[config.mk]
export PLATFORM = sky130hd
export DESIGN_NAME = byte_bitop_unit
export DESIGN_NICKNAME = d
export VERILOG_FILES = /design/src/rtl/bitops_pkg.sv /design/src/rtl/shift_rot_core.sv /design/src/rtl/bit_field_core.sv /design/src/rtl/byte_bitop_unit.sv
export SDC_FILE = /design/constraint.sdc
export NUM_CORES = 1
export LEC_CHECK = 0
export BUFFER_PORTS_ARGS = -buffer_cell sky130_fd_sc_hd__buf_2
export CELL_PAD_IN_SITES_DETAIL_PLACEMENT = 1
export CELL_PAD_IN_SITES_GLOBAL_PLACEMENT = 1
export CORE_AREA = 5 5 87 57
export DETAILED_ROUTE_END_ITERATION = 8
export DIE_AREA = 0 0 92 62
export PLACE_DENSITY = 0.86
export SLEW_MARGIN = 25
export SYNTH_ARGS = -nofsm -noshare
export SYNTH_HDL_FRONTEND = slang
export SYNTH_SLANG_ARGS = --single-unit
export TNS_END_PERCENT = 30
[constraint.sdc]
create_clock -name clk -period 1.99 [get_ports clk]
set_input_delay 0.398 -clock clk [delete_from_list [all_inputs] [get_ports clk]]
set_output_delay 0.398 -clock clk [all_outputs]
set_load 0.01 [all_outputs]
[src/rtl/bitops_pkg.sv]
package bitops_pkg;

   typedef enum logic [3:0] {
      OP_ROTL_CIRC      = 4'd0,
      OP_ROTR_CIRC      = 4'd1,
      OP_ROTL_CARRY     = 4'd2,
      OP_ROTR_CARRY     = 4'd3,
      OP_SHL_ZERO       = 4'd4,
      OP_SHR_SIGN       = 4'd5,
      OP_SHR_ZERO       = 4'd6,
      OP_NIB_SWAP       = 4'd7,
      OP_BIT_TEST       = 4'd8,
      OP_BIT_SET        = 4'd9,
      OP_BIT_CLR        = 4'd10,
      OP_ACC_ROTL_CIRC  = 4'd11,
      OP_ACC_ROTR_CIRC  = 4'd12,
      OP_ACC_ROTL_CARRY = 4'd13,
      OP_ACC_ROTR_CARRY = 4'd14,
      OP_RESERVED       = 4'd15
   } bitop_e;

   typedef struct packed {
      logic z;
      logic n;
      logic h;
      logic c;
   } flags_t;

   // shift/rotate kinds understood by the shifter core
   localparam logic [2:0] SK_ROTL_CIRC  = 3'd0;
   localparam logic [2:0] SK_ROTR_CIRC  = 3'd1;
   localparam logic [2:0] SK_ROTL_CARRY = 3'd2;
   localparam logic [2:0] SK_ROTR_CARRY = 3'd3;
   localparam logic [2:0] SK_SHL_ZERO   = 3'd4;
   localparam logic [2:0] SK_SHR_SIGN   = 3'd5;
   localparam logic [2:0] SK_SHR_ZERO   = 3'd6;

   // modes understood by the bit-field core
   localparam logic [1:0] BF_SWAP = 2'd0;
   localparam logic [1:0] BF_TEST = 2'd1;
   localparam logic [1:0] BF_SET  = 2'd2;
   localparam logic [1:0] BF_CLR  = 2'd3;

endpackage

[src/rtl/shift_rot_core.sv]
module shift_rot_core
   import bitops_pkg::*;
#(
   parameter int DATA_W = 8
) (
   input  logic [2:0]        kind,
   input  logic [DATA_W-1:0] din,
   input  logic              cin,
   output logic [DATA_W-1:0] dout,
   output logic              cout
);

   localparam int MSB = DATA_W - 1;

   generate
      if (DATA_W < 2) begin : g_bad_width
         $error("shift_rot_core: DATA_W must be at least 2");
      end
   endgenerate

   always_comb begin
      dout = din;
      cout = cin;
      unique case (kind)
         SK_ROTL_CIRC: begin
            dout = {din[MSB-1:0], din[MSB]};
            cout = din[MSB];
         end
         SK_ROTR_CIRC: begin
            dout = {din[0], din[MSB:1]};
            cout = din[0];
         end
         SK_ROTL_CARRY: begin
            dout = {din[MSB-1:0], cin};
            cout = din[MSB];
         end
         SK_ROTR_CARRY: begin
            dout = {cin, din[MSB:1]};
            cout = din[0];
         end
         SK_SHL_ZERO: begin
            dout = {din[MSB-1:0], 1'b0};
            cout = din[MSB];
         end
         SK_SHR_SIGN: begin
            dout = {din[MSB], din[MSB:1]};
            cout = din[0];
         end
         SK_SHR_ZERO: begin
            dout = {1'b0, din[MSB:1]};
            cout = din[0];
         end
         default: begin
            dout = din;
            cout = cin;
         end
      endcase
   end

endmodule

[src/rtl/bit_field_core.sv]
module bit_field_core
   import bitops_pkg::*;
#(
   parameter int DATA_W = 8,
   localparam int IDX_W = $clog2(DATA_W),
   localparam int HALF_W = DATA_W / 2
) (
   input  logic [1:0]        mode,
   input  logic [DATA_W-1:0] din,
   input  logic [IDX_W-1:0]  idx,
   output logic [DATA_W-1:0] dout,
   output logic              sel_bit
);

   logic [DATA_W-1:0] mask;

   generate
      if ((DATA_W % 2) != 0 || DATA_W < 4) begin : g_bad_width
         $error("bit_field_core: DATA_W must be even and at least 4");
      end
      for (genvar g = 0; g < DATA_W; g++) begin : g_mask
         assign mask[g] = (idx == IDX_W'(g));
      end
   endgenerate

   assign sel_bit = |(din & mask);

   always_comb begin
      unique case (mode)
         BF_SWAP: dout = {din[HALF_W-1:0], din[DATA_W-1:HALF_W]};
         BF_SET:  dout = din | mask;
         BF_CLR:  dout = din & ~mask;
         default: dout = din;
      endcase
   end

endmodule

[src/rtl/byte_bitop_unit.sv]
module byte_bitop_unit
   import bitops_pkg::*;
#(
   parameter int DATA_W = 8,
   localparam int IDX_W = $clog2(DATA_W)
) (
   input  logic              clk,
   input  logic              rst_n,
   input  logic              in_valid,
   input  logic [3:0]        op,
   input  logic [DATA_W-1:0] operand,
   input  logic [IDX_W-1:0]  bit_idx,
   input  logic [3:0]        flags_in,
   output logic              out_valid,
   output logic [DATA_W-1:0] result,
   output logic [3:0]        flags_out,
   output logic              result_we,
   output logic              flag_we
);

   bitop_e            opc;
   flags_t            fin;
   logic              is_acc;
   logic [3:0]        acc_off;
   logic [2:0]        sr_kind;
   logic [DATA_W-1:0] sr_res;
   logic              sr_c;
   logic [1:0]        bf_mode;
   logic [DATA_W-1:0] bf_res;
   logic              bf_bit;

   logic [DATA_W-1:0] nxt_res;
   flags_t            nxt_fl;
   logic              nxt_rwe;
   logic              nxt_fwe;

   assign opc     = bitop_e'(op);
   assign fin     = flags_t'(flags_in);
   assign is_acc  = (opc == OP_ACC_ROTL_CIRC)  || (opc == OP_ACC_ROTR_CIRC) ||
                    (opc == OP_ACC_ROTL_CARRY) || (opc == OP_ACC_ROTR_CARRY);
   assign acc_off = op - 4'd11;
   assign sr_kind = is_acc ? acc_off[2:0] : op[2:0];

   always_comb begin
      unique case (opc)
         OP_BIT_TEST: bf_mode = BF_TEST;
         OP_BIT_SET:  bf_mode = BF_SET;
         OP_BIT_CLR:  bf_mode = BF_CLR;
         default:     bf_mode = BF_SWAP;
      endcase
   end

   shift_rot_core #(.DATA_W(DATA_W)) u_shift (
      .kind (sr_kind),
      .din  (operand),
      .cin  (fin.c),
      .dout (sr_res),
      .cout (sr_c)
   );

   bit_field_core #(.DATA_W(DATA_W)) u_field (
      .mode    (bf_mode),
      .din     (operand),
      .idx     (bit_idx),
      .dout    (bf_res),
      .sel_bit (bf_bit)
   );

   always_comb begin
      nxt_res = operand;
      nxt_fl  = fin;
      nxt_rwe = 1'b0;
      nxt_fwe = 1'b0;
      unique case (opc)
         OP_ROTL_CIRC, OP_ROTR_CIRC, OP_ROTL_CARRY, OP_ROTR_CARRY,
         OP_SHL_ZERO, OP_SHR_SIGN, OP_SHR_ZERO: begin
            nxt_res = sr_res;
            nxt_fl  = '{z: (sr_res == '0), n: 1'b0, h: 1'b0, c: sr_c};
            nxt_rwe = 1'b1;
            nxt_fwe = 1'b1;
         end
         OP_ACC_ROTL_CIRC, OP_ACC_ROTR_CIRC,
         OP_ACC_ROTL_CARRY, OP_ACC_ROTR_CARRY: begin
            nxt_res = sr_res;
            nxt_fl  = '{z: 1'b0, n: 1'b0, h: 1'b0, c: sr_c};
            nxt_rwe = 1'b1;
            nxt_fwe = 1'b1;
         end
         OP_NIB_SWAP: begin
            nxt_res = bf_res;
            nxt_fl  = '{z: (bf_res == '0), n: 1'b0, h: 1'b0, c: 1'b0};
            nxt_rwe = 1'b1;
            nxt_fwe = 1'b1;
         end
         OP_BIT_TEST: begin
            nxt_res = operand;
            nxt_fl  = '{z: ~bf_bit, n: 1'b0, h: 1'b1, c: fin.c};
            nxt_rwe = 1'b0;
            nxt_fwe = 1'b1;
         end
         OP_BIT_SET, OP_BIT_CLR: begin
            nxt_res = bf_res;
            nxt_fl  = fin;
            nxt_rwe = 1'b1;
            nxt_fwe = 1'b0;
         end
         default: begin
            nxt_res = operand;
            nxt_fl  = fin;
            nxt_rwe = 1'b0;
            nxt_fwe = 1'b0;
         end
      endcase
   end

   always_ff @(posedge clk or negedge rst_n) begin
      if (!rst_n) begin
         out_valid <= 1'b0;
         result    <= '0;
         flags_out <= '0;
         result_we <= 1'b0;
         flag_we   <= 1'b0;
      end else begin
         out_valid <= in_valid;
         if (in_valid) begin
            result    <= nxt_res;
            flags_out <= nxt_fl;
            result_we <= nxt_rwe;
            flag_we   <= nxt_fwe;
         end
      end
   end

   // one-cycle latency of the valid strobe
   p_latency_r1: assert property (@(posedge clk) disable iff (!rst_n)
      in_valid |=> out_valid);
   p_idle_r1: assert property (@(posedge clk) disable iff (!rst_n)
      !in_valid |=> !out_valid);

   // circular left rotate puts the same bit in bit 0 and carry
   p_circ_carry_r2: assert property (@(posedge clk) disable iff (!rst_n)
      (in_valid && op == 4'd0) |=> (result[0] == flags_out[0]));

   // accumulator rotates never report Z, N or H
   p_acc_flags_r6: assert property (@(posedge clk) disable iff (!rst_n)
      (in_valid && op >= 4'd11 && op <= 4'd14) |=> (flags_out[3:1] == 3'b000));

   // nibble exchange clears N, H and C
   p_swap_flags_r7: assert property (@(posedge clk) disable iff (!rst_n)
      (in_valid && op == 4'd7) |=> (flags_out[2:0] == 3'b000));

   // bit test sets H, keeps C and does not write the byte
   p_test_r8: assert property (@(posedge clk) disable iff (!rst_n)
      (in_valid && op == 4'd8) |=>
         (!result_we && flags_out[1] && flags_out[0] == $past(flags_in[0])));

   // set forces the bit and leaves the flags as they were
   p_set_r9: assert property (@(posedge clk) disable iff (!rst_n)
      (in_valid && op == 4'd9) |=>
         (result[$past(bit_idx)] && !flag_we && flags_out == $past(flags_in)));
   p_clr_r9: assert property (@(posedge clk) disable iff (!rst_n)
      (in_valid && op == 4'd10) |=>
         (!result[$past(bit_idx)] && !flag_we && flags_out == $past(flags_in)));

   // reserved code writes nothing
   p_reserved_r11: assert property (@(posedge clk) disable iff (!rst_n)
      (in_valid && op == 4'd15) |=> (!result_we && !flag_we));

endmodule

Yosys cells after proc, flatten, opt, wreduce, memory -nomap -nowiden
Index checks and enable logic that the tools add are counted.
Operators by class
  add/subtract/negate cells: 1
  eq/ne operators: 29
  muxes and demuxes: 9
  bitwise gates (word level): 5
  reductions and logical operators: 18
Operator list (count)
  one-hot mux 8 bit (7 select lines): 1
  equality test 4 bit, second input constant: 7
  one-hot mux 8 bit (3 select lines): 1
  equality test 3 bit, second input constant: 7
  bitwise AND 8 bit: 2
  equality test 4 x 3 -> 1 bit, second input constant: 4
  zero test 8 bit: 2
  one-hot mux 4 bit (4 select lines): 1
  one-hot mux 8 bit (2 select lines): 1
  OR reduction 14 bit: 1
  OR reduction 13 bit: 1
  equality test 3 x 2 -> 1 bit, second input constant: 4
  OR reduction 11 bit: 1
  equality test 4 x 2 -> 1 bit, second input constant: 2
  inverter 8 bit: 1
  bitwise OR 8 bit: 1
  OR reduction 4 bit: 2
  OR reduction 8 bit: 1
  OR reduction 7 bit: 1
  equality test 3 x 1 -> 1 bit, second input constant: 2
  zero test 3 bit: 2
  one-hot mux 2 bit (3 select lines): 1
  OR reduction 3 bit: 2
  equality test 2 bit, second input constant: 2
  9 further kinds: 12
Word-level totals
  flip-flop bits (word level): 15
  output and inout port bits: 15
  logic and storage cells: 67

Longest topological paths before layout
Gate-level depths: netlist of run 1.
  word-level depth: 9
  gate-level depth with buffers: 11
  depth with buffers taken out: 9

By module
Synthesis of run 1 repeated with hierarchy kept, for this count alone.
Unflattened totals
  cells, all modules: 205
  area total of the unflattened synthesis: 1664.1 um2
By module, submodules not included
  byte_bitop_unit: times used 1, cells each 109, area an instance 999.7 um2, seq. area each 375.4 um2
  bit_field_core: times used 1, cells each 51, area an instance 340.3 um2, seq. area each 0.0 um2
  shift_rot_core: times used 1, cells each 45, area an instance 324.1 um2, seq. area each 0.0 um2

Least setup slack after synthesis of run 1
No wires, ideal clock.
  kind: input to register
  start point: input op[0]
  end point: register result[5]
  arrival: 2.824 ns
  slack: -0.970 ns
  stages on the path: 10
  path buffers: 2
  cell sequence: clkbuf_1 inv_1 ha_1 or4b_4 and3_4 a211oi_2 buf_4 mux2_1 a222oi_1 a21oi_1
On the way
  cells in the longest elaborated chain, start to end: 8
RTL lines
  start: declaration: RTL line byte_bitop_unit.sv:10  | input logic [3:0] op,
  equality test 4 bit: RTL line byte_bitop_unit.sv:39, byte_bitop_unit.sv:74
  logical OR 1 bit (2 in series): RTL line byte_bitop_unit.sv:39  | assign is_acc = (opc == OP_ACC_ROTL_CIRC) || (opc == OP_ACC_ROTR_CIRC) ||
  logical OR 1 bit: RTL line byte_bitop_unit.sv:40  | (opc == OP_ACC_ROTL_CARRY) || (opc == OP_ACC_ROTR_CARRY);
  2-to-1 mux 3 bit: RTL line byte_bitop_unit.sv:42  | assign sr_kind = is_acc ? acc_off[2:0] : op[2:0];
  equality test 3 bit, or another cell as far along: RTL line shift_rot_core.sv:24  | unique case (kind)
  one-hot mux 8 bit (7 select lines): RTL line shift_rot_core.sv:24
  one-hot mux 8 bit (2 select lines) *: RTL line byte_bitop_unit.sv:74  | unique case (opc)
  end signal: assignment: RTL line byte_bitop_unit.sv:126  | result <= nxt_res;
  end: declaration: RTL line byte_bitop_unit.sv:15  | output logic [DATA_W-1:0] result,
Every way passes the cells marked *; elsewhere a longest branch is shown, timed or not.
A chain may end at the register's enable or synchronous reset.

Final worst setup path of run 1
  start point: input op[1]
  end point: register flags_out[3]
On the way
  cells in the longest elaborated chain, start to end: 9
RTL lines
  equality test 4 bit: RTL line byte_bitop_unit.sv:39, byte_bitop_unit.sv:74
  logical OR 1 bit (2 in series): RTL line byte_bitop_unit.sv:39
  logical OR 1 bit: RTL line byte_bitop_unit.sv:40
  2-to-1 mux 3 bit: RTL line byte_bitop_unit.sv:42
  equality test 3 bit, or another cell as far along: RTL line shift_rot_core.sv:24
  one-hot mux 8 bit (7 select lines): RTL line shift_rot_core.sv:24
  zero test 8 bit: RTL line byte_bitop_unit.sv:78  | nxt_fl = '{z: (sr_res == '0), n: 1'b0, h: 1'b0, c: sr_c};
  one-hot mux 4 bit (4 select lines) *: RTL line byte_bitop_unit.sv:74
  end signal: assignment: RTL line byte_bitop_unit.sv:127  | flags_out <= nxt_fl;
  end: declaration: RTL line byte_bitop_unit.sv:16  | output logic [3:0] flags_out,
Marked as above.

==> results of run 1 <==
final cells by class:
class | count | area, sq um
sequential | 15 | 375.4
multi-input combinational | 176 | 1335
fill | 503 | 1469
tap | 50 | 62.56
inverter | 6 | 30.03
timing repair buffer | 97 | 690.7
clock inverter | 1 | 5.005
clock buffer | 3 | 41.29
through the flow:
step	instance area [sq um]	hold WS (ns)	power (mW)	util [%]	std cells
6_report	2540	0.05031	1.324	63.36	348
5_1_grt	2540	0.06503	1.387	63.36	348
4_1_cts	2471	0.05171	1.268	61.64	347
3_5_place_dp	2330	0.3252	0.9745	58.11	339
3_3_place_gp	2330	0.3153	0.9414	58.11	339
2_1_floorplan	1729	0.1024	0.6919	-	213
metal layers:
layer / track usage [%] / vias up
met1: 33.33 / 1111
met3: 5.535 / 29
met4: 10.57 / 0
li1: - / 977
met5: 0 / -
met2: 48.86 / 128
cell families after synthesis:
kind of cell	synth area share [%]
compound gates	29.91
fa+ha+maj	3.021
buf+inv	5.363
flops	22.66
mux	13.75
simple gates	25.30
registers in the layout, indices dropped and copies added (netlist names):
signal,cells
result_we,1
flag_we,1
flags_out,4
result,8
out_valid,1
critical path: cells and delay by family:
kind | cells | cell delay, ns
compound gates | 4 | 0.61
fa+ha+maj | 1 | 0.15
buf+inv | 4 | 0.52
simple gates | 3 | 1.20
synthesized netlist by cell type, types with 2 or more instances:
cell | count | share of area, %
a222oi_1 | 5 | 3.0
mux2i_1 | 7 | 4.2
a31oi_1 | 8 | 3.0
o22ai_1 | 2 | 0.76
o31ai_1 | 2 | 0.91
nand2b_1 | 5 | 1.9
a21oi_1 | 17 | 5.1
mux2_1 | 6 | 4.1
dfrtp_1 | 15 | 23
inv_1 | 6 | 1.4
buf_2 | 2 | 0.60
and3_1 | 2 | 0.76
nand3_1 | 8 | 2.4
nor3_1 | 5 | 1.5
o21a_1 | 3 | 1.4
nor2_1 | 29 | 6.6
a22oi_1 | 2 | 0.91
a211oi_1 | 2 | 0.91
nor4_1 | 3 | 1.1
o21ai_1 | 4 | 1.2
mux2_2 | 2 | 1.4
clkbuf_1 | 13 | 2.9
a21boi_0 | 2 | 0.91
nand3b_1 | 3 | 1.4
o2bb2ai_1 | 5 | 2.6
nand2_1 | 12 | 2.7
nor2b_1 | 2 | 0.76
ha_1 | 4 | 3.0
o21ai_0 | 11 | 3.3
mux4_2 | 2 | 2.7
cells in the final DEF (no fill, tap or decap), drive strengths merged, types with 2 or more instances in the layout:
cell	count
nor4	3
clkbuf	3
mux2	8
and3	3
o21a	3
nand3	8
nor3	6
o21ai	15
a21oi	18
a31oi	8
a22oi	2
nand2	12
nand2b	5
ha	4
or2	2
a222oi	5
mux2i	8
dfrtp	15
o22ai	2
mux4	2
o31ai	3
buf	97
nor2b	2
o2bb2ai	5
a211oi	3
nor2	29
inv	6
a21boi	2
nand3b	3
power by group:
part	internal (mW)	switching (mW)	total, mW
Clock	0.139	0.120	0.259
Sequential	0.348	0.0262	0.374
Combinational	0.320	0.371	0.690
what timing repair did:
action,4_1_cts,5_1_grt
pin swaps,18,7
buffers inserted,4,1
gates resized for setup,18,15
setup endpoints to repair,10,13
final timing paths:
check,startpoint,to,slack [ns],depth (start not counted)
max in group asynchronous,rst_n,result[0]$_DFFE_PN0P_,1.67,1
min in group clk,in_valid,out_valid$_DFF_PN0_,0.39,1
hold reg to reg,result[6]$_DFFE_PN0P_,result[6]$_DFFE_PN0P_,0.53,2
setup reg to reg,flags_out[3]$_DFFE_PN0P_,flags_out[3]$_DFFE_PN0P_,0.74,4
hold / removal,rst_n,result[1]$_DFFE_PN0P_,0.05,1
setup / recovery,op[1],flags_out[3]$_DFFE_PN0P_,-0.74,12
==> qor.csv, run 1 <==
stage;metric;value;unit
final_layout;final_nets;325;
cts;cts_tree;yes;
synthesis;netlist_instances;213;
pwr;ir_worst_vdd;388.9;uV
sta;finalCritPeriodShare;137.0;%
floorplan;io_pins;37;
sta;tns;-5.580;ns
sta;fin_ws;-0.7356;ns
floorplan;die_area;5704;sq um
setup_path;cp_slowest_cell;or4b_4;
synthesis;ys_types;54;
floorplan;placementRows;18;
setup_path;critPathCaptureType;flop;
sta;slew_violations;0;
route;wl_met2;3827;microns
cts;cts_hold_buf;0;
final_layout;diodes;0;
sta;min_period;2.726;ns
global_route;grt_pass1_wl;11850;microns
pwr;power.leakage;1.132;nW
global_route;grt_max_degree;20;
placement;port_buffers;36;
sta;skew;0;ns
route;via_per_inst;6.451;
cts;numCtsBuffers;3;
route;drt_pre_antenna_iters;5;
synthesis;ys_warn_count;0;
route;final_antenna_net_count;0;
setup_path;path_cells;buf_8 > buf_6 > ha_4 > or4b_4 > a21oi_4 > a211oi_2 > buf_4 > buf_4 > a32oi_1 > nand2_1 > or4_4 > o31ai_4;
sta;setup_viol;12;
synthesis;synth-async-reset-ratio;100.0;%
route;wl_met3;610;microns
synthesis;synth-edff-count;0;
cts;cts_buffer_depth;2;
floorplan;die_h;62;microns
route;wl;8099;microns
setup_path;cp_common_cell;buf_4;
floorplan;die_width;92;microns
synthesis;ys_ff_latch;15;
route;met1Wirelength;3346;microns
route;initialDrtViolationCount;173;
synthesis;synth_ff_type;dfrtp_1;
synthesis;syn-cell-area;1657;sq um
setup_path;max_stage_delay;0.55;ns
setup_path;arrival;2.89;ns
synthesis;synth_area_per_cell;7.777;sq um
cts;root_buffer;clkbuf_8;
sta;rsz0062_at_grt;true;
synthesis;yosysSeqAreaShare;22.66;%
sta;hold_viol_final;0;
cts;clock-sinks;15;
route;wire_per_inst;23.27;microns
route;vias;2245;
final_layout;syn2layout_area_growth;53.32;%
sta;timing.slew.headroom;69.79;%
cts;path_clk_slew;0.07;ns
run_status;outcome;finished with violations;
run_status;violations;negative setup slack;
cts;cts-htree-levels;1;
placement;gp_congestion;0.8866;
floorplan;start_util;41.32;%
placement;dp_slack;-0.9519;ns
global_route;grt_pass1_vias;2253;
setup_path;crit_required;2.15;ns
global_route;grt_usage;27.23;%
global_route;antenna_found_initial;0;
sta;fmax;0.3669;GHz
setup_path;critical_path.startpoint_type;primary input;
cts;clkLatencyLatePin;0.26;ns
final_layout;drive_gt1_share;46.64;%
floorplan;coreArea;4009;sq um
route;drc;0;
hold_path;hold_path_class;in2async;
run;drv_cap;0;
placement;hpwl;5561;microns
synthesis;synth_nets;239;
pwr;powerDensity;521.1;nW/um^2
sta;worstMarginPinSlew;0.4515;ns
route;top_layer;met4;
setup_path;crit_fanout;4;
global_route;grt-ovfl-total;0;
setup_path;critPathKind;in2reg;
(Power assumes the default switching activity.)
==> run 2, diff against run 1 <==
--- a/config.mk
+++ b/config.mk
@@ -11,7 +11,7 @@
 export CORE_AREA = 5 5 87 57
 export DETAILED_ROUTE_END_ITERATION = 8
 export DIE_AREA = 0 0 92 62
-export PLACE_DENSITY = 0.86
+export PLACE_DENSITY_LB_ADDON = 0.1
 export SLEW_MARGIN = 25
 export SYNTH_ARGS = -nofsm -noshare
 export SYNTH_HDL_FRONTEND = slang
==> run 2 against run 1 <==
The flow still finishes with violations (negative setup slack). Utilization increased by 0.72 points. Sequential power barely moved. Cell area increased by 1.1%. Critical path type unchanged. Largest power group unchanged.
==> qor.csv, run 2 (synthesis results as in run 1) <==
stage;metric;value;unit
run_status;outcome;finished with violations;
run_status;violations;negative setup slack;
sta;min_period;2.712;ns
sta;worstMarginPinSlew;0.4844;ns
placement;gp_congestion;0.8891;
final_layout;final_nets;328;
route;final_antenna_net_count;0;
global_route;antenna_found_initial;0;
floorplan;die_width;92;microns
setup_path;path_cells;buf_12 > inv_8 > ha_4 > or4b_4 > and3_4 > a211oi_4 > buf_6 > nor2_4 > buf_6 > a22o_1 > or2_1 > o31ai_4;
route;initialDrtViolationCount;154;
route;vias;2282;
route;wire_per_inst;24.34;microns
route;wl;8543;microns
sta;setup_viol;11;
cts;cts_hold_buf;0;
sta;finalCritPeriodShare;136.3;%
cts;root_buffer;clkbuf_8;
cts;clkLatencyLatePin;0.26;ns
placement;port_buffers;36;
cts;path_clk_slew;0.07;ns
sta;slew_violations;0;
final_layout;largest_registers;result x8, flags_out x4;
floorplan;start_util;41.32;%
cts;cts_tree;yes;
cts;cts_buffer_depth;2;
final_layout;drive_gt1_share;46.18;%
sta;fin_ws;-0.7223;ns
hold_path;hold_path_class;in2async;
final_layout;syn2layout_area_growth;55.06;%
floorplan;placementRows;18;
route;drt_pre_antenna_iters;5;
global_route;grt_max_degree;20;
global_route;grt_pass1_wl;11590;microns
global_route;grt_pass1_vias;2233;
global_route;grt-ovfl-total;0;
final_layout;layout_commonest_cell;buf_4;
setup_path;critPathKind;in2reg;
floorplan;die_h;62;microns
cts;numCtsBuffers;3;
route;drc;0;
floorplan;die_area;5704;sq um
cts;clock-sinks;15;
setup_path;cp_common_cell;buf_6;
setup_path;crit_required;2.16;ns
setup_path;r2r_start;flags_out[3]$_DFFE_PN0P_;
pwr;power.leakage;1.138;nW
final_layout;top_register;result;
setup_path;max_stage_delay;0.55;ns
final_layout;largest_reg_flops;8;
final_layout;final_cell_mix;buf_4, buf_2, nor2_1, a21oi_1, dfrtp_1;
pwr;powerDensity;527.1;nW/um^2
run;drv_cap;0;
placement;dp_cells;337;
setup_path;critPathBufInv;4;
setup_path;crit_fanout;4;
cts;cts-htree-levels;1;
setup_path;worstSetupStartpoint;op[0];
pwr;ir_worst_vdd;432.3;uV
sta;skew;0;ns
floorplan;coreArea;4009;sq um
placement;hpwl;5388;microns
sta;rsz0062_at_grt;true;
route;via_per_inst;6.501;
sta;hold_viol_final;0;
sta;timing.slew.headroom;67.41;%
global_route;grt_usage;26.33;%
setup_path;cp_slowest_cell;or4b_4;
sta;fmax;0.3687;GHz
setup_path;critical_path.startpoint_type;primary input;
final_layout;diodes;0;
setup_path;cp_top_family;simple AND/OR/NAND/NOR gates;
setup_path;critPathCaptureType;flop;
final_layout;final_core_util;64.08;%
floorplan;io_pins;37;
final_layout;finalNonFillerCells;351;
setup_path;arrival;2.88;ns
[run 2: metal layers]
metal / GRT usage [%] / wire (microns)
met1: 33.14 / 3521
met2: 49.59 / 4077
met3: 3.610 / 652
met4: 5.920 / 291
met5: 0 / 0
[run 2: final timing paths]
path | slack, ns | cells after the start | endpoint
max in group asynchronous | 1.66 | 1 | result_we$_DFFE_PN0P_
setup / recovery | -0.72 | 12 | flags_out[3]$_DFFE_PN0P_
hold / removal | 0.05 | 1 | flags_out[0]$_DFFE_PN0P_
setup reg to reg | 0.58 | 4 | flags_out[3]$_DFFE_PN0P_
min in group clk | 0.39 | 1 | out_valid$_DFF_PN0_
hold reg to reg | 0.52 | 2 | result[6]$_DFFE_PN0P_
[run 2: worst reg2reg max path: cells and delay by family (launching register included)]
kind / cells / cell delay, ns
compound gates: 3 / 0.79
flops: 1 / 0.39
simple gates: 1 / 0.10
[run 2: area by class of cell]
cell class | count | area (sq um)
fillers | 493 | 1440
inverters | 6 | 35.03
multi-input cells | 176 | 1343
repair buffers | 100 | 708.2
well taps | 50 | 62.56
clock buffers | 4 | 45.04
flip-flops and latches | 15 | 375.4
[run 2: metrics by stage]
step                total power, mW  worst slack [ns]  instance area, sq um  hold slack, ns  TNS, ns
global placement             0.9292           -0.9795                  2290          0.3070   -9.163
global route                  1.410           -0.7362                  2569         0.07166   -6.086
floorplan                    0.6919           -0.6419                  1729          0.1024   -5.510
finish                        1.354           -0.7223                  2569         0.04569   -5.633
CTS                           1.269           -0.6125                  2474         0.05200   -4.492
detailed placement           0.9580            -1.125                  2290          0.3271   -10.66
[run 2: timing repair]
action / in CTS / in global routing
resized for setup: 24 / 16
endpoints found under the setup margin: 11 / 12
pin swaps: 14 / 11
buffers inserted: 6 / 5
[run 2: power by group]
| group | switching, mW | total (mW) | internal, mW |
|---|---|---|---|
| clock | 0.121 | 0.263 | 0.142 |
| combinational | 0.389 | 0.718 | 0.329 |
| sequential | 0.0247 | 0.373 | 0.348 |
| total | 0.535 | 1.35 | 0.819 |
